[config.mk]
export PLATFORM = sky130hd
export DESIGN_NAME = gs_pwm_ctrl
export DESIGN_NICKNAME = d
export VERILOG_FILES = /design/src/rtl/gs_pwm_pkg.sv /design/src/rtl/gs_pwm_strobe.sv /design/src/rtl/gs_pwm_seq.sv /design/src/rtl/gs_pwm_bank.sv /design/src/rtl/gs_pwm_chan.sv /design/src/rtl/gs_pwm_ctrl.sv
export SDC_FILE = /design/constraint.sdc
export NUM_CORES = 1
export LEC_CHECK = 0
export BUFFER_PORTS_ARGS = -buffer_cell sky130_fd_sc_hd__buf_2
export CELL_PAD_IN_SITES_DETAIL_PLACEMENT = 1
export CELL_PAD_IN_SITES_GLOBAL_PLACEMENT = 2
export CORE_MARGIN = 8
export CORE_UTILIZATION = 35
export DETAILED_ROUTE_END_ITERATION = 8
export GPL_ROUTABILITY_DRIVEN = 0
export PLACE_DENSITY = 0.83
export SLEW_MARGIN = 40
export SYNTH_ARGS = -nofsm -noshare
export SYNTH_HDL_FRONTEND = slang
export SYNTH_HIERARCHICAL = 1
export SYNTH_SLANG_ARGS = --single-unit
[constraint.sdc]
create_clock -name clk_gs -period 5.25 [get_ports clk_gs]
set_input_delay 0.2625 -clock clk_gs [delete_from_list [all_inputs] [get_ports clk_gs]]
set_output_delay 0.2625 -clock clk_gs [all_outputs]
set_load 0.005 [all_outputs]
[src/rtl/gs_pwm_pkg.sv]
package gs_pwm_pkg;

    localparam int FC_W = 5;

    typedef enum logic [1:0] {
        ST_IDLE  = 2'd0,
        ST_BLANK = 2'd1,
        ST_RUN   = 2'd2
    } seq_state_t;

    // Function-control word; rpt is bit 0, thr_hi is bit 4
    typedef struct packed {
        logic thr_hi;
        logic spread;
        logic defer;
        logic trst;
        logic rpt;
    } fc_t;

endpackage

[src/rtl/gs_pwm_strobe.sv]
module gs_pwm_strobe (
    input  logic clk,
    input  logic rst_n,
    input  logic lat,
    input  logic gs_sel,
    output logic gs_stb
);

    logic lat_q;

    always_ff @(posedge clk) begin
        if (!rst_n) begin
            lat_q <= 1'b0;
        end else begin
            lat_q <= lat;
        end
    end

    // Rising edge of the strobe, counted only for grayscale writes
    always_comb begin
        gs_stb = lat & ~lat_q & gs_sel;
    end

endmodule

[src/rtl/gs_pwm_seq.sv]
module gs_pwm_seq
    import gs_pwm_pkg::*;
#(
    parameter int GS_W = 16
) (
    input  logic            clk,
    input  logic            rst_n,
    input  logic            gs_stb,
    input  logic            rpt,
    input  logic            trst,
    output seq_state_t      state,
    output logic [GS_W-1:0] cnt,
    output logic            period_end
);

    localparam logic [GS_W-1:0] CNT_MAX = '1;

    seq_state_t      state_q, state_d;
    logic [GS_W-1:0] cnt_q, cnt_d;

    // Next-state and next-count logic
    always_comb begin
        state_d = state_q;
        cnt_d   = cnt_q;
        unique case (state_q)
            ST_IDLE: begin
                cnt_d = '0;
                if (gs_stb) begin
                    state_d = trst ? ST_BLANK : ST_RUN;
                end
            end
            ST_BLANK: begin
                cnt_d   = '0;
                state_d = (gs_stb && trst) ? ST_BLANK : ST_RUN;
            end
            ST_RUN: begin
                if (gs_stb && trst) begin
                    state_d = ST_BLANK;
                    cnt_d   = '0;
                end else if (cnt_q == CNT_MAX) begin
                    state_d = rpt ? ST_RUN : ST_IDLE;
                    cnt_d   = '0;
                end else begin
                    cnt_d = cnt_q + GS_W'(1);
                end
            end
            default: begin
                state_d = ST_IDLE;
                cnt_d   = '0;
            end
        endcase
    end

    // State register
    always_ff @(posedge clk) begin
        if (!rst_n) begin
            state_q <= ST_IDLE;
            cnt_q   <= '0;
        end else begin
            state_q <= state_d;
            cnt_q   <= cnt_d;
        end
    end

    // Outputs
    always_comb begin
        state      = state_q;
        cnt        = cnt_q;
        period_end = (state_q == ST_RUN) && (cnt_q == CNT_MAX);
    end

endmodule

[src/rtl/gs_pwm_bank.sv]
module gs_pwm_bank #(
    parameter int NUM_CH = 4,
    parameter int GS_W   = 16,
    parameter int DC_W   = 7
) (
    input  logic                   clk,
    input  logic                   rst_n,
    input  logic                   gs_stb,
    input  logic                   defer,
    input  logic                   period_end,
    input  logic [NUM_CH*GS_W-1:0] shift_gs,
    input  logic [NUM_CH*DC_W-1:0] dc_shadow,
    output logic [NUM_CH*GS_W-1:0] gs_live,
    output logic [NUM_CH*DC_W-1:0] dc_live,
    output logic                   pending
);

    logic pend_q, pend_d;
    logic load_now, load_late, do_load;

    always_comb begin
        load_now  = gs_stb & ~defer;
        load_late = pend_q & period_end;
        do_load   = load_now | load_late;
        pend_d    = (gs_stb & defer) | (pend_q & ~period_end);
    end

    always_ff @(posedge clk) begin
        if (!rst_n) begin
            pend_q  <= 1'b0;
            gs_live <= '0;
            dc_live <= '0;
        end else begin
            pend_q <= pend_d;
            if (do_load) begin
                gs_live <= shift_gs;
                dc_live <= dc_shadow;
            end
        end
    end

    always_comb begin
        pending = pend_q;
    end

endmodule

[src/rtl/gs_pwm_chan.sv]
module gs_pwm_chan #(
    parameter int GS_W  = 16,
    parameter int SEG_W = 7
) (
    input  logic [GS_W-1:0] cnt,
    input  logic [GS_W-1:0] level,
    input  logic            spread,
    input  logic            run,
    output logic            on
);

    localparam int POS_W = GS_W - SEG_W;

    logic [SEG_W-1:0] seg;
    logic [POS_W-1:0] pos;
    logic [POS_W:0]   quota;
    logic             conv_on, spr_on;

    always_comb begin
        seg   = cnt[GS_W-1:POS_W];
        pos   = cnt[POS_W-1:0];
        // Base share from the upper level bits, one extra clock in the first
        // (level mod segment-count) segments
        quota = {1'b0, level[GS_W-1:SEG_W]}
              + {{POS_W{1'b0}}, (seg < level[SEG_W-1:0])};
        conv_on = cnt < level;
        spr_on  = {1'b0, pos} < quota;
        on      = run & (spread ? spr_on : conv_on);
    end

endmodule

[src/rtl/gs_pwm_ctrl.sv]
module gs_pwm_ctrl
    import gs_pwm_pkg::*;
#(
    parameter int NUM_CH = 4,
    parameter int GS_W   = 16,
    parameter int SEG_W  = 7,
    parameter int DC_W   = 7
) (
    input  logic                   clk_gs,
    input  logic                   rst_n,
    input  logic                   lat_strobe,
    input  logic                   lat_gs_sel,
    input  logic                   fc_wr,
    input  logic [FC_W-1:0]        fc_wdata,
    input  logic [NUM_CH*GS_W-1:0] shift_gs,
    input  logic [NUM_CH*DC_W-1:0] dc_shadow,
    output logic [NUM_CH-1:0]      pwm_on,
    output logic [NUM_CH*DC_W-1:0] dc_live,
    output logic                   short_thr_hi,
    output logic                   refresh_pending,
    output logic                   period_active
);

    fc_t                   fc_q;
    logic                  gs_stb;
    seq_state_t            state;
    logic [GS_W-1:0]       cnt_q;
    logic                  period_end;
    logic [NUM_CH*GS_W-1:0] gs_live;

    // Function control: no reset value, must be written before use
    always_ff @(posedge clk_gs) begin
        if (fc_wr) begin
            fc_q <= fc_t'(fc_wdata);
        end
    end

    gs_pwm_strobe u_strobe (
        .clk    (clk_gs),
        .rst_n  (rst_n),
        .lat    (lat_strobe),
        .gs_sel (lat_gs_sel),
        .gs_stb (gs_stb)
    );

    gs_pwm_seq #(.GS_W(GS_W)) u_seq (
        .clk        (clk_gs),
        .rst_n      (rst_n),
        .gs_stb     (gs_stb),
        .rpt        (fc_q.rpt),
        .trst       (fc_q.trst),
        .state      (state),
        .cnt        (cnt_q),
        .period_end (period_end)
    );

    gs_pwm_bank #(.NUM_CH(NUM_CH), .GS_W(GS_W), .DC_W(DC_W)) u_bank (
        .clk        (clk_gs),
        .rst_n      (rst_n),
        .gs_stb     (gs_stb),
        .defer      (fc_q.defer),
        .period_end (period_end),
        .shift_gs   (shift_gs),
        .dc_shadow  (dc_shadow),
        .gs_live    (gs_live),
        .dc_live    (dc_live),
        .pending    (refresh_pending)
    );

    always_comb begin
        period_active = (state == ST_RUN);
        short_thr_hi  = fc_q.thr_hi;
    end

    for (genvar c = 0; c < NUM_CH; c++) begin : g_chan
        gs_pwm_chan #(.GS_W(GS_W), .SEG_W(SEG_W)) u_chan (
            .cnt    (cnt_q),
            .level  (gs_live[c*GS_W +: GS_W]),
            .spread (fc_q.spread),
            .run    (period_active),
            .on     (pwm_on[c])
        );
    end

endmodule

# After elaboration in Yosys (flattened, before gate mapping)
# Index checks and enable logic that the tools add are counted.
# totals
regBits	117
output_inout_bits	35
input_bits	102
# op_classes
bitwise	17
muxes	11
n_addsub	5
n_eq_ne	5
reduce_logical	5
n_lt_le_gt_ge	12
# ops
op	n
$lt 16x16->1	4
$add 9x1->10	4
$lt 9x10->1	4
$lt 7x7->1	4
$add 16x1->16 const B	1
$eq 16x16->1 const B	1
$mux 2	6
$and 1x1->1	10
$pmux 2 s3	1
$not 1->1	5
$mux 1	4
$reduce_or 4->1	1
$ne 3x3->1 const B	1
$eq 2x1->1 const B	1
$eq 2x2->1 const B	1
$logic_and 1x1->1	2
$logic_not 2->1	1
$ne 2x1->1 const B	1
$or 1x1->1	2
$reduce_and 2->1	1

# Logic depth before layout (Yosys ltp)
# Gate-level depths: netlist (run 1).
# logic_depth
depth_word	6
depth_mapped	16
ltp_nobuf	16

# Modules after synthesis
# Netlist (run 1), hierarchy kept.
# by_module_without_submodules
module	area_per_inst_um2	cells_per_inst	instances
gs_pwm_bank	3804.9	405	1
gs_pwm_chan at g_chan[1].u_chan ...	863.3	106	3
gs_pwm_chan at g_chan[0].u_chan	857.1	109	1
gs_pwm_seq	804.5	86	1
gs_pwm_ctrl	163.9	6	1
gs_pwm_strobe	35.0	3	1

# Worst setup path before layout (run 1)
# No wires, ideal clock.
# synth_path
path_kind	flip-flop to output port
from	reg u_seq.cnt_q[10], in the netlist u_seq/cnt[10]
to	out pwm_on[0]
n_path_buf	0
arrival_ps	2866
t_required_ps	4988
path_slack_ps	2121
path_stages_with_launch	15
path_cell_list	dfxtp_1 -> ha_1 -> a21o_1 -> a21oi_1 -> o21ai_1 -> a31oi_1 -> ha_1 -> ha_1 -> nand3_1 -> xnor2_1 -> ha_1 -> nand4_1 -> or3_1 -> a31oi_1 -> a211oi_2
# synth_between
elab_chain_len	5
# synth_rtl
item	line_no	text
start, declared	gs_pwm_seq.sv:19	logic [GS_W-1:0] cnt_q, cnt_d;
start signal, assigned	gs_pwm_seq.sv:61	cnt_q <= cnt_d;
$lt 7x7->1	gs_pwm_chan.sv:25	+ {{POS_W{1'b0}}, (seg < level[SEG_W-1:0])};
$add 9x1->10	gs_pwm_chan.sv:25	
$lt 9x10->1	gs_pwm_chan.sv:27	spr_on = {1'b0, pos} < quota;
$mux 1 (*)	gs_pwm_chan.sv:28	on = run & (spread ? spr_on : conv_on);
$and 1x1->1 (*)	gs_pwm_chan.sv:28	
end, declared	gs_pwm_ctrl.sv:17	output logic [NUM_CH-1:0] pwm_on,
# Mark *: on every way between the ends. The rest lies on a longest branch, timed or not.

# Worst setup path after layout (run 1)
# Ends and elaborated chain as after synthesis.

==> results.txt, run 1 <==
Run status: completed
Worst-margin pin slew: 812 ps
CP Data Required Time: 4990 ps
Total iterations of the first detailed-routing run: 5
Die footprint: 28,800 um2
Number of flops mapped to enable cells by yosys: 5
CP endpoint kind: output port
Post-DP HPWL: 16.4 mm
Worst-path clk slew: 60 ps
Crit share post-route: 0.809
Num CTS Buffers: 17
Distinct cells, synth: 58
Core area: 23,300 um2
Reg2reg setup slack: 2290 ps
Net Count, Synth: 1,154
PostCTS Resize Cnt: 0
Final std cell area, no fill: 9710 um2
Max cap viols: 0
Pins Over Slew Limit: 0
WL final: 23.4 mm
Vias: 6,915
Antenna diode count: 0
Site Rows: 56
Initial Util: 0.354
Synth Area per Inst: 8.91 um2
Critical path class: reg -> out
Port-buffer cells: 136
Register area: 2390 um2
Synth warn: 6
Placed Cells: 1,350
Final Non-Filler Cells: 1,386
Vias per cell: 4.99
Leakage power: 0.00475 uW
Synth Flop Type: dfxtp_1
RSZ-0062 raised after global routing: no
Maximum number of pins on one net before global-route repair: 112
Synthesized area: 8260 um2
Clock root cell: clkbuf_16
Syn Inst Count: 927
Worst EP arrival: 3980 ps
Min-Delay Path Class: in -> reg
Sequential share of the synthesized area: 0.290
Synthesis-to-finish area growth: 17.6%
Crit path setup slack, layout: 1000 ps
Die Y-Extent: 170 um
Worst vdd ir: 0.175 mV
ANT nets after route: 0
Number of H-tree levels: 4
Worst Setup Start Kind: register
TritonCTS Sinks: 117
Asr flop ratio synth: 0
Fin Setup TNS: 0 ps
Final Hold Fails: 0
Worst hold slack: 26.3 ps
Post-Place Worst Slack: 1430 ps
Vias in the first global route: 7,378
Post-Place Cell Area: 9060 um2
GRT overflow: 0
Multi-input logic area: 5290 um2
DRC: 0
Chip width: 170 um
Max Buffers Root-to-Sink: 2
Final net count: 1,281
Antenna violations before repair: 0
Pwr Density: 252 nW/um2
Max Clock Freq: 235 MHz
Clock period minus worst slack: 4250 ps
Fraction of layout cells with a size suffix above 1: 0.190
DR iter-0 viols: 313
Max FO, Critical Path: 11
Total global routing track utilization: 0.165
# setup viols final: 0
Yosys reg bits: 117
First-pass GRT wire length: 38.0 mm
Clock Skew: 11.6 ps
Fillers: 2,782
Slew margin rel.: 0.458
WL/cell: 16.9 um
TritonCTS clock tree: yes
Ports: 137
Clk_lat worst skew: 430 ps
layer usage:
metal  wire [um]  vias to the layer above  GRT usage
li1            -                     3466          -
met1       10500                     3250      0.198
met2       10800                      165      0.272
met3        1640                       34     0.0568
met4         481                        0     0.0593
met5           0                        -          0
Yosys cell counts (3+ instances only):
| cell type | count | area (um2) |
|---|---|---|
| nor2b_1 | 4 | 25.0 |
| a21oi_2 | 3 | 26.3 |
| a21o_1 | 14 | 105 |
| nand4_1 | 28 | 175 |
| o221a_1 | 3 | 33.8 |
| xor2_1 | 8 | 70.1 |
| o311a_1 | 3 | 30.0 |
| buf_12 | 9 | 180 |
| xnor2_1 | 30 | 263 |
| a31oi_1 | 5 | 31.3 |
| mux2i_1 | 92 | 921 |
| or3_1 | 5 | 31.3 |
| a2111oi_2 | 3 | 45.0 |
| nand2_1 | 213 | 800 |
| clkbuf_1 | 3 | 11.3 |
| nand3_2 | 3 | 30.0 |
| nand2b_4 | 3 | 41.3 |
| o21a_1 | 3 | 22.5 |
| ha_1 | 125 | 1560 |
| o21ai_0 | 16 | 80.1 |
| and4_4 | 3 | 33.8 |
| o211ai_1 | 5 | 37.5 |
| o21ai_2 | 4 | 35.0 |
| edfxtp_1 | 5 | 150 |
| a21oi_1 | 32 | 160 |
| and4_1 | 3 | 26.3 |
| buf_2 | 19 | 95.1 |
| a211o_1 | 3 | 26.3 |
| nor3b_1 | 3 | 22.5 |
| nor4_1 | 3 | 18.8 |
| nor2_1 | 29 | 109 |
| nand2b_1 | 9 | 56.3 |
| inv_1 | 69 | 259 |
| a2111oi_4 | 4 | 110 |
| o31ai_1 | 4 | 30.0 |
| and2_1 | 5 | 31.3 |
| nand3_1 | 13 | 65.1 |
| a211oi_1 | 5 | 37.5 |
| dfxtp_1 | 112 | 2240 |
through the flow:
stage | utilization | power, uW
floorplan | - | 1150
detailed placement | 0.388 | 1240
global route | 0.416 | 2560
CTS | 0.416 | 2490
finish | 0.416 | 2440
global placement | 0.388 | 1240
power breakdown:
part           internal [uW]  switching [uW]
sequential               923            26.3
combinational            131             145
clock                    740             478
worst max-delay path, stage by stage, from the launching register on:
cell and delay [ps]:
dfxtp_1 730, ha_1 350, a21o_1 160, a21oi_1 130
o21ai_1 80, a31oi_1 190, ha_1 240, ha_1 240
nand3_1 110, xnor2_1 150, ha_1 290, nand4_1 80
or3_1 360, a31oi_1 210, a211oi_2 80, buf_2 150
cell type report:
type	count	share of cell area
clock buffer	18	0.0464
clock inverter	14	0.0168
inverter	70	0.0271
multi-input combinational	706	0.545
sequential	117	0.246
tap	319	0.0411
timing repair buffer	142	0.0777
what timing repair did:
| action | in CTS | in global routing |
|---|---|---|
| setup buffers | 0 | 0 |
| hold endpoints to repair | 4 | 0 |
| hold buffers | 4 | 0 |
worst paths after layout:
check                           cells after the start                           start                         endpoint
worst max-delay path                               15        u_seq/cnt[10]$_SDFF_PP0_                        pwm_on[0]
worst min-delay path                                1                     fc_wdata[2]                fc_q[2]$_DFFE_PP_
worst max register to register                      6         u_seq/cnt[5]$_SDFF_PP0_  u_bank/gs_live[23]$_SDFFE_PN0P_
worst min register to register                      2  u_bank/dc_live[4]$_SDFFE_PN0P_   u_bank/dc_live[4]$_SDFFE_PN0P_
flip-flops by register name, indices dropped and copies added (netlist names):
signal and flops:
u_bank/gs_live 64, u_bank/dc_live 28, u_seq/cnt 16, fc_q 4
u_seq/state 2, short_thr_hi 1, u_bank/pending 1, u_strobe/lat_q 1
cell families after synthesis:
family	share of synthesized area
fa+ha+maj	0.189
xor+xnor	0.0403
compound gates	0.108
simple gates	0.191
buf+inv	0.0697
mux	0.112
flops	0.290
placed cells by master (no fill, tap or decap), types with 5 or more instances in the layout:
cell type | Yosys | routed
o21ai_0 | 16 | 16
a31oi_1 | 5 | 5
nand4_1 | 28 | 28
inv_6 | 0 | 5
a21o_1 | 14 | 14
a21oi_1 | 32 | 32
nand3_1 | 13 | 13
nand2_1 | 213 | 213
edfxtp_1 | 5 | 5
and2_1 | 5 | 5
nand2b_1 | 9 | 9
o211ai_1 | 5 | 5
inv_1 | 69 | 69
xor2_1 | 8 | 8
nor2_1 | 29 | 29
ha_1 | 125 | 125
mux2i_1 | 92 | 92
dfxtp_1 | 112 | 111
a211oi_1 | 5 | 5
buf_2 | 19 | 135
xnor2_1 | 30 | 30
clkbuf_16 | 0 | 18
or3_1 | 5 | 5
No activity file was read; power rests on OpenSTA's default activity.
==> run 2: changes to the inputs <==
==> constraint.sdc (replaced) <==
create_clock -name clk_gs -period 4.04 [get_ports clk_gs]
set_input_delay 0.202 -clock clk_gs [delete_from_list [all_inputs] [get_ports clk_gs]]
set_output_delay 0.202 -clock clk_gs [all_outputs]
set_load 0.005 [all_outputs]
==> run 2 against run 1 <==
  * Via count increased by 1.7%
  * Die area unchanged
  * Clock power increased by 20%
  * Wire length increased by 0.50%
  * Critical path depth increased by 2
  * Setup slack got worse by 780 ps
  * Total power increased by 26%
  * Flip-flop and latch count unchanged
  * Largest power group unchanged
==> results.txt, run 2 (synthesized netlist as in run 1, its figures left out) <==
Wire length on met1: 10.8 mm
Max cap viols: 0
Chip width: 170 um
Core area: 23,300 um2
Worst Setup Start Kind: register
Port-buffer cells: 136
Max Buffers Root-to-Sink: 2
Clk_lat worst skew: 430 ps
WL final: 23.5 mm
Worst hold slack: 13.2 ps
Synthesis-to-finish area growth: 21.5%
First-pass GRT wire length: 37.8 mm
# setup viols final: 0
Pins Over Slew Limit: 0
Clock period minus worst slack: 3820 ps
Critical path class: reg -> out
Max reg flops: 64
Slew margin rel.: 0.521
Max Clock Freq: 262 MHz
Min-Delay Path Class: in -> reg
Final Hold Fails: 0
Total iterations of the first detailed-routing run: 4
Die footprint: 28,800 um2
DR iter-0 viols: 268
CP Data Required Time: 3840 ps
WHS Path Cells: 3
DRC: 0
Clock root cell: clkbuf_16
Final net count: 1,314
Clock Skew: 18.3 ps
Met2 wire length: 11.0 mm
Fillers: 2,789
RSZ-0062 raised after global routing: no
Met3 routed WL: 1.42 mm
Commonest non-fill, non-tap cells in the layout: nand2_1 (213), buf_2 (135), ha_1 (119), dfxtp_1 (106), mux2i_1 (92)
Placed Cells: 1,365
Pwr Density: 307 nW/um2
Vias per cell: 4.96
Initial Util: 0.354
Fin Setup TNS: 0 ps
Worst vdd ir: 0.239 mV
Vias in the first global route: 7,579
Ports: 137
Total global routing track utilization: 0.165
TritonCTS Sinks: 117
Die Y-Extent: 170 um
Antenna violations before repair: 0
WL/cell: 16.6 um
GRT overflow: 0
Biggest register: u_bank/gs_live
Maximum number of pins on one net before global-route repair: 68
Reg2reg path depth: 6
Num CTS Buffers: 17
Site Rows: 56
ANT nets after route: 0
Leakage power: 0.00487 uW
Fraction of layout cells with a size suffix above 1: 0.213
Vias: 7,032
TritonCTS clock tree: yes
Crit share post-route: 0.945
CP endpoint kind: output port
Max layer used: met4
Worst EP arrival: 3620 ps
Number of H-tree levels: 4
Final Non-Filler Cells: 1,419
Max FO, Critical Path: 7
Antenna diode count: 0
Commonest non-fill, non-tap cell in the layout: nand2_1
Worst-path clk slew: 70 ps
Worst-margin pin slew: 718 ps
Run status: completed
Post-DP HPWL: 17.2 mm
## run 2: timing repair
item | CTS | global route
endpoints found under the setup margin | 0 | 4
buffers inserted | 0 | 1
resized for setup | 0 | 22
hold buffers | 21 | 0
endpoints found under the hold margin | 21 | 0
## run 2: metal layers
layer  vias to the layer above  track usage
met1                      3339        0.194
met3                        20       0.0556
met4                         0       0.0454
li1                       3545            -
met5                         -            0
met2                       128        0.279
## run 2: power breakdown
| part | switching, uW | leakage [uW] | internal [uW] | total [uW] |
|---|---|---|---|---|
| Combinational | 193 | 0.00364 | 184 | 377 |
| Sequential | 31.3 | 0.000960 | 1200 | 1230 |
| Clock | 655 | 0.000271 | 814 | 1470 |
| Total | 880 | 0.00487 | 2200 | 3080 |
## run 2: final timing paths
kind / from / endpoint / slack [ps]
max: u_seq/cnt[10]$_SDFF_PP0_ / pwm_on[1] / 220
min reg2reg: u_bank/dc_live[1]$_SDFFE_PN0P_ / u_bank/dc_live[1]$_SDFFE_PN0P_ / 460
min: shift_gs[57] / u_bank/gs_live[57]$_SDFFE_PN0P_ / 10
max reg2reg: u_seq/cnt[2]$_SDFF_PP0_ / u_bank/gs_live[40]$_SDFFE_PN0P_ / 1530
## run 2: critical path, stage by stage, from the launching register on
cell      delay (ps)
dfxtp_2          350
buf_6            150
ha_1             280
a21o_1           170
a21oi_2          130
o21ai_1           90
a31oi_1          230
ha_2             250
and2_4           160
nand2_1           60
xnor2_1          140
ha_1             310
a211o_1          250
o211ai_1          90
a21oi_2           80
o21ai_2          130
o311a_1          200
buf_2            130
## run 2: cell type report
| class | instances | area, um2 | area share |
|---|---|---|---|
| multi-input cells | 706 | 5350 | 0.533 |
| inverters | 70 | 263 | 0.0262 |
| repair buffers | 175 | 1060 | 0.106 |
| flip-flops and latches | 117 | 2400 | 0.239 |
| clock buffers | 17 | 425 | 0.0424 |
| well taps | 319 | 399 | 0.0398 |
| clock inverters | 15 | 136 | 0.0136 |
## run 2: per-stage QoR
step	power, uW	setup slack (ps)	util	cell area (um2)
after global routing	3230	6.01	0.430	10000
after detailed placement	1620	539	0.394	9180
final	3080	223	0.430	10000
after global placement	1610	619	0.394	9180
after floorplan	1500	972	-	8260
after CTS	3130	70.5	0.427	9950
